$ cat config.mk
export PLATFORM = sky130hd
export DESIGN_NAME = mdrop_addr_filter
export DESIGN_NICKNAME = d
export VERILOG_FILES = /design/src/rtl/mdaf_pkg.sv /design/src/rtl/mdaf_gate.sv /design/src/rtl/mdaf_irq_sel.sv /design/src/rtl/mdaf_out_reg.sv /design/src/rtl/mdrop_addr_filter.sv
export SDC_FILE = /design/constraint.sdc
export NUM_CORES = 1
export LEC_CHECK = 0
export BUFFER_PORTS_ARGS = -buffer_cell sky130_fd_sc_hd__buf_2
export CAP_MARGIN = 15
export CORE_UTILIZATION = 43
export CTS_CLUSTER_SIZE = 25
export DETAILED_ROUTE_END_ITERATION = 8
export HOLD_SLACK_MARGIN = 0.12
export PLACE_DENSITY = 0.86
export SYNTH_ARGS = -nofsm -noshare
export SYNTH_HDL_FRONTEND = slang
export SYNTH_SLANG_ARGS = --single-unit
$ cat constraint.sdc
create_clock -name clk -period 0.8 [get_ports clk]
set_input_delay 0.04 -clock clk [delete_from_list [all_inputs] [get_ports clk]]
set_output_delay 0.04 -clock clk [all_outputs]
set_load 0.05 [all_outputs]
$ cat src/rtl/mdaf_pkg.sv
package mdaf_pkg;

   typedef enum logic [1:0] {
      IRQ_EACH = 2'b00,
      IRQ_MID  = 2'b01,
      IRQ_FULL = 2'b10,
      IRQ_ALT  = 2'b11
   } irq_mode_e;

   typedef struct packed {
      logic pass;
      logic is_addr;
      logic det_on;
   } gate_t;

endpackage

$ cat src/rtl/mdaf_gate.sv
module mdaf_gate (
   input  logic              valid,
   input  logic              marker,
   input  logic              nine_bit,
   input  logic              det_en,
   output mdaf_pkg::gate_t   dec
);
   logic det_on;
   logic is_addr;

   always_comb begin
      det_on      = nine_bit & det_en;
      is_addr     = nine_bit & marker;
      dec.det_on  = det_on;
      dec.is_addr = is_addr;
      dec.pass    = valid & (~det_on | is_addr);
   end
endmodule

$ cat src/rtl/mdaf_irq_sel.sv
module mdaf_irq_sel #(
   parameter int DEPTH  = 4,
   parameter int MID    = 3,
   parameter int LVL_W  = 3
) (
   input  mdaf_pkg::gate_t    dec,
   input  logic [1:0]         mode,
   input  logic [LVL_W-1:0]   level,
   output logic               irq
);
   import mdaf_pkg::*;

   localparam logic [LVL_W-1:0] MID_PRE  = LVL_W'(MID - 1);
   localparam logic [LVL_W-1:0] FULL_PRE = LVL_W'(DEPTH - 1);

   irq_mode_e eff_mode;
   logic      hit_mid;
   logic      hit_full;

   always_comb begin
      eff_mode = dec.det_on ? IRQ_EACH : irq_mode_e'(mode);
      hit_mid  = (level == MID_PRE);
      hit_full = (level == FULL_PRE);
      unique case (eff_mode)
         IRQ_MID:  irq = dec.pass & hit_mid;
         IRQ_FULL: irq = dec.pass & hit_full;
         default:  irq = dec.pass;
      endcase
   end
endmodule

$ cat src/rtl/mdaf_out_reg.sv
module mdaf_out_reg #(
   parameter int DATA_W     = 8,
   parameter bit CLEAR_DATA = 1'b1
) (
   input  logic              clk,
   input  logic              rst_n,
   input  mdaf_pkg::gate_t   dec,
   input  logic              irq_in,
   input  logic [DATA_W:0]   word_in,
   input  logic              err_in,
   output logic              wr,
   output logic [DATA_W:0]   wdata,
   output logic              werr,
   output logic              irq,
   output logic              astrobe,
   output logic [DATA_W-1:0] abyte
);
   logic addr_take;

   always_comb addr_take = dec.pass & dec.is_addr;

   always_ff @(posedge clk or negedge rst_n) begin
      if (!rst_n) begin
         wr      <= 1'b0;
         werr    <= 1'b0;
         irq     <= 1'b0;
         astrobe <= 1'b0;
         abyte   <= '0;
      end else begin
         wr      <= dec.pass;
         werr    <= dec.pass & err_in;
         irq     <= irq_in;
         astrobe <= addr_take;
         if (addr_take) abyte <= word_in[DATA_W-1:0];
      end
   end

   generate
      if (CLEAR_DATA) begin : g_clr
         always_ff @(posedge clk or negedge rst_n) begin
            if (!rst_n)        wdata <= '0;
            else if (dec.pass) wdata <= word_in;
         end
      end else begin : g_noclr
         always_ff @(posedge clk) begin
            if (dec.pass) wdata <= word_in;
         end
      end
   endgenerate
endmodule

$ cat src/rtl/mdrop_addr_filter.sv
module mdrop_addr_filter #(
   parameter int DATA_W     = 8,
   parameter int DEPTH      = 4,
   parameter int MID        = 3,
   parameter bit CLEAR_DATA = 1'b1,
   parameter int LVL_W      = $clog2(DEPTH + 1)
) (
   input  logic              clk,
   input  logic              rst_n,
   input  logic              rx_valid,
   input  logic [DATA_W:0]   rx_word,
   input  logic              rx_ferr,
   input  logic              nine_bit_mode,
   input  logic              addr_det_en,
   input  logic [1:0]        irq_mode,
   input  logic [LVL_W-1:0]  fifo_level,
   output logic              fifo_wr,
   output logic [DATA_W:0]   fifo_wdata,
   output logic              fifo_werr,
   output logic              rx_irq,
   output logic              addr_strobe,
   output logic [DATA_W-1:0] addr_byte
);
   import mdaf_pkg::*;

   initial begin
      if (DATA_W < 1)               $error("DATA_W must be at least 1");
      if (MID < 1 || MID >= DEPTH)  $error("MID must lie in 1..DEPTH-1");
      if ((1 << LVL_W) <= DEPTH)    $error("LVL_W too narrow for DEPTH");
   end

   gate_t             dec;
   logic              irq_next;
   logic [DATA_W:0]   word_fmt;

   always_comb begin
      word_fmt         = rx_word;
      word_fmt[DATA_W] = nine_bit_mode & rx_word[DATA_W];
   end

   mdaf_gate i_gate (
      .valid    (rx_valid),
      .marker   (rx_word[DATA_W]),
      .nine_bit (nine_bit_mode),
      .det_en   (addr_det_en),
      .dec      (dec)
   );

   mdaf_irq_sel #(.DEPTH(DEPTH), .MID(MID), .LVL_W(LVL_W)) i_irq (
      .dec   (dec),
      .mode  (irq_mode),
      .level (fifo_level),
      .irq   (irq_next)
   );

   mdaf_out_reg #(.DATA_W(DATA_W), .CLEAR_DATA(CLEAR_DATA)) i_out (
      .clk     (clk),
      .rst_n   (rst_n),
      .dec     (dec),
      .irq_in  (irq_next),
      .word_in (word_fmt),
      .err_in  (rx_ferr),
      .wr      (fifo_wr),
      .wdata   (fifo_wdata),
      .werr    (fifo_werr),
      .irq     (rx_irq),
      .astrobe (addr_strobe),
      .abyte   (addr_byte)
   );
endmodule

* Word level (Yosys, flattened, before mapping)
Index checks and enable logic that the tools add are counted.
Operators by class: shifts and indexed selects 0, muxes and demuxes 2, div/mod/pow operators 0, $mul 0, add/subtract/negate cells 0, equality and inequality tests 4, bitwise logic cells 9, magnitude comparators 0, reductions and logical operators 0
Operators by type and width (number):
- $and A1 B1 Y1 | 7
- $eq A3 B2 Y1 const B | 2
- $eq A2 B1 Y1 const B | 1
- $eq A2 B2 Y1 const B | 1
- $mux W2 | 1
- $pmux W1 S2 | 1
- $not A1 Y1 | 1
- $or A1 B1 Y1 | 1
Storage, ports and cells: register bits 21, logic and storage cells 21, output and inout bits 21, memories kept 0, bits in read-only memories 0, RAM bits 0, bits in latches 0, bits of input ports 20

* Logic depth before layout (Yosys ltp)
depth after elaboration 6, depth in mapped cells 6, gate-level depth less buffers 6

* Modules after synthesis
Synthesis repeated with hierarchy kept, for this count alone.
Second synthesis, totals: cell total of the unflattened synthesis 56, area total of the unflattened synthesis 855.8 um2
By module, submodules not included:
- mdaf_out_reg | seq. area each 525.5 um2, cells an instance 42, instances 1, area an instance 753.2 um2
- mdaf_irq_sel | seq. area each 0.0 um2, cells an instance 7, instances 1, area an instance 50.0 um2
- mdaf_gate | seq. area each 0.0 um2, cells an instance 6, instances 1, area an instance 46.3 um2
- mdrop_addr_filter | seq. area each 0.0 um2, cells an instance 1, instances 1, area an instance 6.3 um2

* Worst setup path after synthesis
No wires, ideal clock.
path type register to register, start point register, netlist name i_out.wdata[0], end point register i_out.wdata[0], data arrival time 869 ps, stages on the path, launching flop included 2, path buffers 0, setup time 125 ps, path slack -194 ps, required time 675 ps, period minus slack after synthesis 994 ps, path through dfrtp_1 -> mux2_4
RTL lines:
- to (signal assigned) | line mdaf_out_reg.sv:42 | else if (dec.pass) wdata <= word_in;
- to (decl) | line mdaf_out_reg.sv:12 | output logic [DATA_W:0] wdata,

* Worst setup path after layout
start point register i_out.wdata[5], end point output port fifo_wdata[5]
RTL lines:
- to (decl) | line mdrop_addr_filter.sv:18 | output logic [DATA_W:0] fifo_wdata,
No word-level cell between the ends.

==> results_dict.tcl <==
set metrics [dict create \
    route.met2.wl_um 1310 \
    setup.reg_to_reg.worst_slack_ns -0.12 \
    cts_tree "built" \
    number_of_standard_cells_after_synthesis 51 \
    n_fill_cell 78 \
    fraction_of_synthesized_cell_area_taken_by_the_top_area_cell_type 0.645 \
    drt-vias-per-instance 4.74 \
    routed_wirelength_um 2490 \
    floorplan.die.width_um 45.5 \
    timing.setup.tns_ns -4.12 \
    worstHoldStart "rx_valid" \
    cts_inserted_buffers 3 \
    finalNetCount 140 \
    grt_pass1_wl_um 3750 \
    met3WireLength_um 131 \
    timing.critical_path.arrival_ns 0.93 \
    crit_fanout 2 \
    grt_remaining_overflow 0 \
    cts_max_level 1 \
    ff2ff_path_depth 2 \
    synth_fp_nets 72 \
    cp-start-kind "flip-flop" \
    post_route_cells_drive_above_1_share 0.788 \
    synthDominantAreaCellType "dfrtp_1" \
    worst_slew_pin_slew_ns 0.453 \
    timing.setup.critical_path_class "reg -> out" \
    cts_root_buf "clkbuf_4" \
    clock.fmax_mhz 1030 \
    timing.rr.end "i_out.wdata[0]" \
    wl_per_cell_um 17.4 \
    path_cells "buf_6" \
    first_iter_violations 9 \
    r2r-start "i_out.wdata[0]" \
    design_power_total_uw 3360 \
    path_depth 1 \
    power_density_nw_per_um2 2180 \
    fin_worst_skew_ns 0 \
    routedLengthMet1_um 947 \
    finalCriticalPeriod_ns 0.972 \
    worstHoldPathCells 4 \
    place.detailed.hpwl_um 1310 \
    post_synth_num_cell_types 15 \
    area_delta_synth_final_pct 89.7 \
    synth.yosys.warnings 0 \
    worst_path_largest_cell_delay_ns 0.44 \
    grt_antenna_before_repair 0 \
    clockBufferDepth 2 \
    setup-violations-final 33 \
    grt.total_usage 0.285 \
    insertion_delay_ns 0.32 \
    timing.final.hold_violations 0 \
    outcome "finished, violations left" \
    lkg_pwr_uw 0.000779 \
    clk_pin_slew_ns 0.12 \
    seq_area_frac_synth 0.645 \
    syn-mean-instance-area_um2 16.0 \
    via_count 678 \
    cpMaxStageDelayCell "dfrtp_2" \
    final_critical_path_setup_slack_ns -0.172 \
    route.top_layer_used "met4" \
    worst-path-buf-inv 1 \
    first_pass_iters 4 \
    initial_core_util 0.467 \
    post_synth_instance_area_um2 815 \
    vdd.ir_drop.worst_v 0.00170 \
    final-max-slew-violation-count 0 \
    yosys_register_bits 21 \
    layout.cells.most_common_list "29 x buf_6, 19 x buf_2, 17 x dfrtp_2, 16 x mux2_4, 12 x dlygate4sd3_1" \
    drtAntennaViolNets 0 \
    numPortBuffers 40 \
    cpLargestDelayFamily "flip-flops" \
    finish.utilization 0.885 \
    remaining_drc_errors 0 \
    crit_start "i_out.wdata[5]" \
    clock_sinks 21 \
    ios 41 \
    slew-limit-headroom 0.698 \
    critPathRequiredTime_ns 0.76 \
    grt_pass1_vias 743 \
    core_region_area_um2 1750 \
    critical_path.endpoint "fifo_wdata[5]" \
    layout.cells.most_common "buf_6" \
    timing.critical_path.to_type "output port" \
    synth_top_cells_by_area "dfrtp_1 65%, mux2_2 19%, mux2_4 3.7%" \
    failed_checks "setup timing" \
    die_area_um2 2070 \
    post_cts_hold_buffers 12 \
    period_share 1.21 \
    floorplan.die.height_um 45.5 \
    hold_path_class "in -> reg" \
    rsz_0062_raised_after_global_routing "true" \
    timing.max_cap.violations 0 \
    largest_net_degree_at_the_start_of_global_routing 22 \
    placementRows 15 \
    routabilityCongestion 0.666 \
    antennaDiodeCount 0 \
]
[synth_stat cells (all sizes together)]
master  instances
inv             3
nand2           2
nor2            1
a31oi           1
xnor2           1
o21ai           1
mux2           16
a21o            1
ha              1
nand3           1
dfrtp          21
and2            2
[cell type report]
class / count / area (um^2) / area share
Multi-Input combinational cell: 27 / 338 / 0.219
Timing Repair Buffer: 63 / 589 / 0.381
Inverter: 3 / 13.8 / 0.00891
Sequential cell: 21 / 547 / 0.354
Tap cell: 25 / 31.3 / 0.0202
Clock buffer: 4 / 26.3 / 0.0170
[worst min-delay path by stage]
stage	end	slack, ns
after floorplan	i_out.abyte[0]	-0.26
after global placement	i_out.astrobe	0.004
after detailed placement	i_out.werr	0.01
after CTS	i_out.irq	0.11
after global routing	i_out.wr	0.09
final	i_out.wr	0.09
[per-layer routing]
layer  up-vias  global-route usage
met3         9              0.0794
met1       327               0.327
met4         0               0.206
met5         -                   0
met2        33               0.451
li1        309                   -
[report_power, final]
part | total, uW | switching, uW | internal, uW
registers | 1360 | 127 | 1230
logic | 1450 | 768 | 683
clock network | 553 | 357 | 196
[flip-flops by register name, indices dropped and copies added, names as in the netlist]
signal / cells
i_out.astrobe: 1
i_out.werr: 1
i_out.irq: 1
i_out.abyte: 8
i_out.wr: 1
i_out.wdata: 9
[cell families (layout without fill, tap and decap cells)]
family	after synthesis	count (layout)	synth area share
adder cells (fa/ha/maj)	1	1	0.0154
AND/OR/NAND/NOR	6	6	0.0445
XOR/XNOR	1	1	0.0108
flip-flops	21	21	0.645
multiplexers	16	16	0.230
AO/OA/AOI/OAI	3	3	0.0369
buffers and inverters	3	70	0.0169
[metrics by stage]
step | hold WS [ns] | area [um^2] | std cells | setup slack (ns)
floorplan | -0.256 | 898 | 51 | -0.109
global placement | 0.00440 | 1180 | 119 | -0.161
detailed placement | 0.0150 | 1180 | 119 | -0.200
CTS | 0.106 | 1520 | 142 | -0.155
global route | 0.0918 | 1550 | 143 | -0.208
finish | 0.0920 | 1550 | 143 | -0.172
[what timing repair did]
item / in CTS / in global routing
buffers inserted: 7 / 1
gates cloned: 0 / 0
hold endpoints to repair: 40 / 2
endpoints found under the setup margin: 23 / 37
gates resized for setup: 46 / 4
Power figures use the tool's default switching activity.
